`src/rtl/sio_cfg_pkg.sv`:
```
package sio_cfg_pkg;

  localparam int CFG_DW = 8;
  localparam int CFG_IW = 8;
  localparam int CFG_NUM = 1 << CFG_IW;

  typedef logic [CFG_DW-1:0] cfg_byte_t;

  typedef enum logic [1:0] {
    WR_OPEN   = 2'd0,
    WR_LOCKED = 2'd1,
    WR_KEYED  = 2'd2
  } wr_policy_e;

  // Write policy attached to each index of the array.
  function automatic wr_policy_e policy_of(cfg_byte_t idx);
    wr_policy_e p;
    if (idx < 8'hE0) begin
      p = WR_LOCKED;
    end else begin
      case (idx) inside
        8'hE4, 8'hE5, [8'hE9:8'hED], 8'hF3, 8'hF5, 8'hF7,
        [8'hF9:8'hFB], [8'hFD:8'hFF]: p = WR_LOCKED;
        8'hE7, 8'hE8:                 p = WR_KEYED;
        default:                      p = WR_OPEN;
      endcase
    end
    return p;
  endfunction

  // The single byte a keyed entry will accept.
  function automatic cfg_byte_t key_of(cfg_byte_t idx);
    cfg_byte_t k;
    case (idx)
      8'hE7:   k = 8'hFE;
      8'hE8:   k = 8'hBE;
      default: k = 8'h00;
    endcase
    return k;
  endfunction

  function automatic logic wr_permitted(cfg_byte_t idx, cfg_byte_t data);
    logic ok;
    case (policy_of(idx))
      WR_OPEN:  ok = 1'b1;
      WR_KEYED: ok = (data == key_of(idx));
      default:  ok = 1'b0;
    endcase
    return ok;
  endfunction

  // Power-on content of each entry.
  function automatic cfg_byte_t reset_value(cfg_byte_t idx);
    cfg_byte_t v;
    case (idx)
      8'hE0:   v = 8'h3C;
      8'hE2:   v = 8'h03;
      8'hE3:   v = 8'hFC;
      8'hE6:   v = 8'hDE;
      8'hE7:   v = 8'hFE;
      8'hE8:   v = 8'hBE;
      default: v = 8'h00;
    endcase
    return v;
  endfunction

endpackage

```
`src/rtl/sio_addr_decode.sv`:
```
module sio_addr_decode #(
  parameter int                ADDR_W    = 16,
  parameter logic [ADDR_W-1:0] BASE_ADDR = 16'h03F0
) (
  input  logic              win_en,
  input  logic [ADDR_W-1:0] io_addr,
  input  logic              io_rd,
  input  logic              io_wr,
  output logic              idx_wr,
  output logic              dat_wr,
  output logic              win_rd,
  output logic              off_rd
);

  localparam logic [ADDR_W-1:0] IDX_PORT = BASE_ADDR;
  localparam logic [ADDR_W-1:0] DAT_PORT = BASE_ADDR + ADDR_W'(1);

  logic at_idx;
  logic at_dat;
  logic in_win;

  always_comb begin
    at_idx = (io_addr == IDX_PORT);
    at_dat = (io_addr == DAT_PORT);
    in_win = at_idx || at_dat;
    idx_wr = win_en && io_wr && at_idx;
    dat_wr = win_en && io_wr && at_dat;
    // Reads at either port return the selected entry.
    win_rd = win_en && io_rd && in_win;
    // Disabled reads anywhere in the window report the idle pattern.
    off_rd = !win_en && io_rd && in_win;
  end

endmodule

```
`src/rtl/sio_idx_reg.sv`:
```
module sio_idx_reg
  import sio_cfg_pkg::*;
(
  input  logic      clk,
  input  logic      rst,
  input  logic      load,
  input  cfg_byte_t din,
  output cfg_byte_t idx
);

  always_ff @(posedge clk) begin
    if (rst) begin
      idx <= '0;
    end else if (load) begin
      idx <= din;
    end
  end

endmodule

```
`src/rtl/sio_wr_guard.sv`:
```
module sio_wr_guard
  import sio_cfg_pkg::*;
(
  input  logic       dat_wr,
  input  cfg_byte_t  idx,
  input  cfg_byte_t  wdata,
  output logic       commit,
  output wr_policy_e policy
);

  always_comb begin
    policy = policy_of(idx);
    commit = dat_wr && wr_permitted(idx, wdata);
  end

endmodule

```
`src/rtl/sio_cfg_store.sv`:
```
module sio_cfg_store
  import sio_cfg_pkg::*;
(
  input  logic      clk,
  input  logic      rst,
  input  logic      we,
  input  cfg_byte_t waddr,
  input  cfg_byte_t wdata,
  input  cfg_byte_t raddr,
  output cfg_byte_t rdata
);

  cfg_byte_t mem [CFG_NUM];

  for (genvar g = 0; g < CFG_NUM; g++) begin : g_entry
    localparam cfg_byte_t MY_IDX = cfg_byte_t'(g);
    localparam cfg_byte_t MY_RST = reset_value(MY_IDX);
    always_ff @(posedge clk) begin
      if (rst) begin
        mem[g] <= MY_RST;
      end else if (we && (waddr == MY_IDX)) begin
        mem[g] <= wdata;
      end
    end
  end

  assign rdata = mem[raddr];

endmodule

```
`src/rtl/sio_rd_port.sv`:
```
module sio_rd_port
  import sio_cfg_pkg::*;
#(
  parameter cfg_byte_t IDLE_BYTE = 8'hFF
) (
  input  logic      clk,
  input  logic      rst,
  input  logic      win_rd,
  input  logic      off_rd,
  input  cfg_byte_t entry,
  output cfg_byte_t rdata
);

  always_ff @(posedge clk) begin
    if (rst) begin
      rdata <= IDLE_BYTE;
    end else if (win_rd) begin
      rdata <= entry;
    end else if (off_rd) begin
      rdata <= IDLE_BYTE;
    end
  end

endmodule

```
`src/rtl/sio_cfg_window.sv`:
```
module sio_cfg_window
  import sio_cfg_pkg::*;
#(
  parameter int                ADDR_W    = 16,
  parameter logic [ADDR_W-1:0] BASE_ADDR = 16'h03F0
) (
  input  logic              clk,
  input  logic              rst,
  input  logic              win_en,
  input  logic [ADDR_W-1:0] io_addr,
  input  logic              io_rd,
  input  logic              io_wr,
  input  logic [7:0]        io_wdata,
  output logic [7:0]        io_rdata
);

  logic       idx_wr;
  logic       dat_wr;
  logic       win_rd;
  logic       off_rd;
  cfg_byte_t  idx_q;
  cfg_byte_t  entry_q;
  logic       wr_commit;
  wr_policy_e wr_policy;

  sio_addr_decode #(
    .ADDR_W    (ADDR_W),
    .BASE_ADDR (BASE_ADDR)
  ) u_dec (
    .win_en  (win_en),
    .io_addr (io_addr),
    .io_rd   (io_rd),
    .io_wr   (io_wr),
    .idx_wr  (idx_wr),
    .dat_wr  (dat_wr),
    .win_rd  (win_rd),
    .off_rd  (off_rd)
  );

  sio_idx_reg u_idx (
    .clk  (clk),
    .rst  (rst),
    .load (idx_wr),
    .din  (io_wdata),
    .idx  (idx_q)
  );

  sio_wr_guard u_guard (
    .dat_wr (dat_wr),
    .idx    (idx_q),
    .wdata  (io_wdata),
    .commit (wr_commit),
    .policy (wr_policy)
  );

  sio_cfg_store u_store (
    .clk   (clk),
    .rst   (rst),
    .we    (wr_commit),
    .waddr (idx_q),
    .wdata (io_wdata),
    .raddr (idx_q),
    .rdata (entry_q)
  );

  sio_rd_port #(
    .IDLE_BYTE (8'hFF)
  ) u_rd (
    .clk    (clk),
    .rst    (rst),
    .win_rd (win_rd),
    .off_rd (off_rd),
    .entry  (entry_q),
    .rdata  (io_rdata)
  );

endmodule

```
`config.mk`:
```
export PLATFORM = sky130hd
export DESIGN_NAME = sio_cfg_window
export DESIGN_NICKNAME = d
export VERILOG_FILES = /design/src/rtl/sio_cfg_pkg.sv /design/src/rtl/sio_addr_decode.sv /design/src/rtl/sio_idx_reg.sv /design/src/rtl/sio_wr_guard.sv /design/src/rtl/sio_cfg_store.sv /design/src/rtl/sio_rd_port.sv /design/src/rtl/sio_cfg_window.sv
export SDC_FILE = /design/constraint.sdc
export NUM_CORES = 2
export LEC_CHECK = 0
export BUFFER_PORTS_ARGS = -buffer_cell sky130_fd_sc_hd__clkbuf_2
export CAP_MARGIN = 20
export CORE_MARGIN = 2
export CORE_UTILIZATION = 60
export CTS_BUF_LIST = sky130_fd_sc_hd__clkbuf_4
export DETAILED_ROUTE_END_ITERATION = 16
export GPL_TIMING_DRIVEN = 1
export PLACE_DENSITY = 0.85
export SLEW_MARGIN = 40
export SYNTH_ARGS = -nofsm -noshare
export SYNTH_HDL_FRONTEND = slang
export SYNTH_SLANG_ARGS = --single-unit
```
`constraint.sdc`:
```
create_clock -name clk -period 3.6 [get_ports clk]
set_input_delay 0.72 -clock clk [delete_from_list [all_inputs] [get_ports clk]]
set_output_delay 0.72 -clock clk [all_outputs]
set_load 0.03 [all_outputs]
```
==> results by group <==
Run status
  • Outcome: finished, final reports clean

Critical path
  • Crit Reg-Reg Endpoint: u_rd.rdata[7]$_SDFFE_PP1P_
  • Critical Path RT: 4.86 ns
  • CP arrival: roughly 4.8 ns
  • Crit path largest cell delay: approximately 0.64 ns
  • Largest fanout on the critical path: 28
  • CP Launch Type: register
  • Worst Setup Path Type: reg -> reg
  • Crit path cell chain: buf_4 -> nor2b_2 -> buf_4 -> buf_4 -> a22oi_1 -> a21oi_1 -> a21oi_1 -> a211oi_1 -> nor4_1 -> o22a_1
  • Endpoint type of the worst setup path: register
  • Cell mode on critical path: buf_4
  • Flop2flop setup slack: approximately 0.021 ns
  • Worst path slowest cell: nor2b_2
  • Reg2Reg Depth: 10

Timing
  • Clock period minus worst slack: approximately 3.6 ns
  • TNS Setup: 0 ns
  • Final hold violations: 0
  • Worst-Margin Slew: between 0.8 and 0.9 ns
  • Setup violators final: 0
  • Crit share post-route: between 90 and 100%
  • Rel. slew slack: about two fifths
  • RSZ-0062 raised after global routing: false
  • Hold Slack: between 0.2 and 0.25 ns
  • Final worst slack: ~0.021 ns
  • Worst Skew: 0.1799 ns
  • Maximum clock rate: 0.2794 GHz
  • Max Slew Vio Count: 0

Min path
  • Hold Crit Class: in -> reg
  • Hold Crit Depth: 7
  • Hold path startpoint: io_wr

Cells and area
  • Synthesis-to-layout area growth: 19.75%
  • Final Net Count: slightly above 6000
  • Layout cells sized above 1: between 20% and 30%
  • Post-route cell area: just under 100000 sq um

GRT
  • Vias in the first global route: roughly 45000
  • Grt ovf: 0
  • GRT Total Usage: between 20% and 30%
  • Largest net degree at the start of global routing: 183
  • Initial antenna violation count: 5
  • First-pass GRT wire length: between 200000 and 250000 um

Floorplan
  • Die width: around 370 um
  • Die ar.: 137600 sq um
  • Io pins: 37
  • Starting Density: 60.47%
  • Rows: between 100 and 150
  • Chip Height: ~370 um
  • Core Box Area: ~130000 sq um

Drt
  • DRT Wirelength: ~160000 um
  • Initial drt markers: roughly 4500
  • Antenna Violating Nets Remaining: 0
  • Vias after detailed routing: about 42000
  • Vias per std cell: 5.112
  • DR DRC count: 0
  • Wirelength per Cell: just under 20 um
  • First-pass DRT Iterations: 9

Synthesis
  • Seq cells post-synth: approximately 2100
  • Primary FF master, synth: edfxtp_1
  • Syn Area/Cell: around 20 sq um
  • Async SR Flop Fraction: 0%
  • Post-Syn Area: between 80000 and 90000 sq um
  • Synth cell types: 64
  • Synth Warn #: 0
  • Post-synth EDFFs: 2048
  • Part of the Yosys area used for sequential elements: roughly 77%
  • Mapped Cells: 3938

Clocking
  • Clock latency on the worst-skew pair: ~1.4 ns
  • CTS max path bufs: 4
  • Reg clk slew, reported paths: about 0.070 ns
  • Postcts setup bufs: 0
  • CTS tree: yes
  • Clk root buf: clkbuf_4
  • TritonCTS Buffers: between 400 and 500
  • H-tree Lvls: 5
  • Clk sinks: between 2000 and 2500

Power and ir drop
  • Internal: approximately 39 mW
  • Pleak: about 35 nW
  • Final Power: between 40 and 50 mW
  • Pwr Density: slightly above 500 nW/um^2
  • Net Switching: about 11 mW
  • Logic pwr share: 3.7%
  • VDD IR max: 0.3584 mV
  • Switching Fraction: about 21%
  • Clock group share of total power: a little under two fifths
  • Sequential power share: between 50% and 60%

Placement
  • Area of placed instances: about 90000 sq um
  • Worst slack, placed: approximately 0.13 ns
  • I/O Buffers: 36
  • Placer Congestion: approximately 0.84
  • Post-DP HPWL: ~99000 um

Run
  • Max Cap Viol: 0
-- what timing repair did --
item                       4_1_cts  5_1_grt
gates resized for setup          0        1
hold buffers                    12        0
setup endpoints to repair        0        1
hold endpoints to repair       214        0
-- state kept, by name (all words and copies together), names as in the netlist, named ones only --
signal,count
u_store.mem,2048
u_rd.rdata,8
u_idx.idx,8
-- per-stage QoR --
step / util (%) / instances
detailed placement: 67.63 / 7387
CTS: 72.31 / 8263
floorplan: - / 5872
finish: 72.42 / 8277
global route: 72.42 / 8277
global placement: 67.62 / 7387
-- placed cells by master, fill, tap and decap left out, types with 35 or more instances in the layout --
| master | netlist | layout |
|---|---|---|
| clkinv_1 | 0 | 107 |
| o21ai_0 | 46 | 46 |
| conb_1 | 2 | 1936 |
| and2_1 | 90 | 90 |
| buf_12 | 1 | 41 |
| clkbuf_4 | 0 | 740 |
| a21oi_1 | 55 | 55 |
| edfxtp_1 | 2048 | 2048 |
| buf_4 | 40 | 148 |
| o22ai_1 | 71 | 71 |
| mux2i_1 | 179 | 179 |
| mux4_2 | 432 | 432 |
| nand2_1 | 43 | 43 |
| clkbuf_2 | 0 | 35 |
| mux2_2 | 38 | 38 |
| a211oi_1 | 51 | 50 |
| a22oi_1 | 65 | 65 |
-- final cells by class --
type / instances / area, sq um
Timing Repair Buffer: 240 / 2337
Clock inverter: 124 / 586.8
Inverter: 5 / 18.77
Multi-Input combinational cell: 3318 / 24040
Antenna cell: 10 / 25.02
Fill cell: 7257 / 36860
Tap cell: 1768 / 2212
Clock buffer: 740 / 5555
Sequential cell: 2072 / 62000
-- Yosys cell counts, types with 3 or more instances --
library cell,count,area (sq um)
inv_1,5,18.77
and2_1,90,563.0
a41oi_1,6,52.55
a22o_1,16,140.1
nor2b_1,10,62.56
nor2_1,33,123.9
or2_2,5,31.28
o22a_1,8,70.07
a32oi_1,5,43.79
nand3_1,12,60.06
nor2_8,4,80.08
mux4_2,432,9729
a211oi_1,51,382.9
nand2_1,43,161.4
clkbuf_1,346,1299
o21bai_1,8,60.06
nand4_1,3,18.77
buf_4,40,300.3
o22ai_1,71,444.2
edfxtp_1,2048,61500
mux2i_1,179,1792
nand3b_1,10,75.07
nor3b_1,3,22.52
mux2_2,38,427.9
a21o_1,4,30.03
a21oi_1,55,275.3
o221ai_1,23,201.4
a31o_2,4,35.03
buf_1,19,71.32
a221oi_1,32,280.3
buf_2,69,345.3
dfxtp_1,24,480.5
or3_1,13,81.33
a22oi_1,65,488.0
nand2b_1,21,131.4
nor4_1,20,125.1
o21ai_0,46,230.2
nor3_1,26,130.1
nor4_2,3,37.54
a31oi_1,17,106.4
or3b_2,3,26.28
-- routing by layer --
| metal | GRT usage, % | part of all wire (%) |
|---|---|---|
| met1 | 28.13 | 35 |
| met2 | 41.04 | 53 |
| met3 | 5.668 | 7.6 |
| met4 | 10.73 | 3.9 |
| met5 | 0.06993 | 0.0067 |
-- critical path, delay by kind of cell (launching register included) --
family | cells | cell delay, ns
AO/OA/AOI/OAI | 5 | 1.25
flip-flops | 1 | 0.55
AND/OR/NAND/NOR | 2 | 0.76
buffers and inverters | 3 | 0.84
-- power groups by stage --
stage	clock, mW	combinational [mW]	sequential, mW
after global routing	20.2	2.01	29.2
final	18.5	1.82	29.1
after floorplan	0	1.31	29.3
after detailed placement	0	1.66	29.6
after global placement	0	1.60	29.4
after CTS	18.9	1.68	29.1
-- kinds of logic (layout without fill, tap and decap cells) --
| family | after synthesis | after routing | synth area share, % |
|---|---|---|---|
| flip-flops | 2072 | 2072 | 76.70 |
| multiplexers | 649 | 649 | 14.79 |
| buffers and inverters | 482 | 1109 | 2.570 |
| AO/OA/AOI/OAI | 418 | 418 | 3.589 |
| AND/OR/NAND/NOR | 315 | 315 | 2.346 |
| other | 2 | 1946 | 0.009294 |
-- worst max path at each step --
| stage | start | to | slack, ns | cells after the start |
|---|---|---|---|---|
| after floorplan | io_addr[11] | u_store.mem[238][0]$_SDFFCE_PN0P_ | 0.66 | 6 |
| after global placement | register | u_rd.rdata[4]$_SDFFE_PP1P_ | 0.1 | 8 |
| after detailed placement | register | u_rd.rdata[5]$_SDFFE_PP1P_ | 0.13 | 10 |
| after CTS | register | u_rd.rdata[7]$_SDFFE_PP1P_ | 0.08 | 10 |
| after global routing | register | u_rd.rdata[7]$_SDFFE_PP1P_ | 0.02 | 10 |
| final | register | u_rd.rdata[7]$_SDFFE_PP1P_ | 0.02 | 10 |
Note: power is estimated with default switching activity, not from simulation.
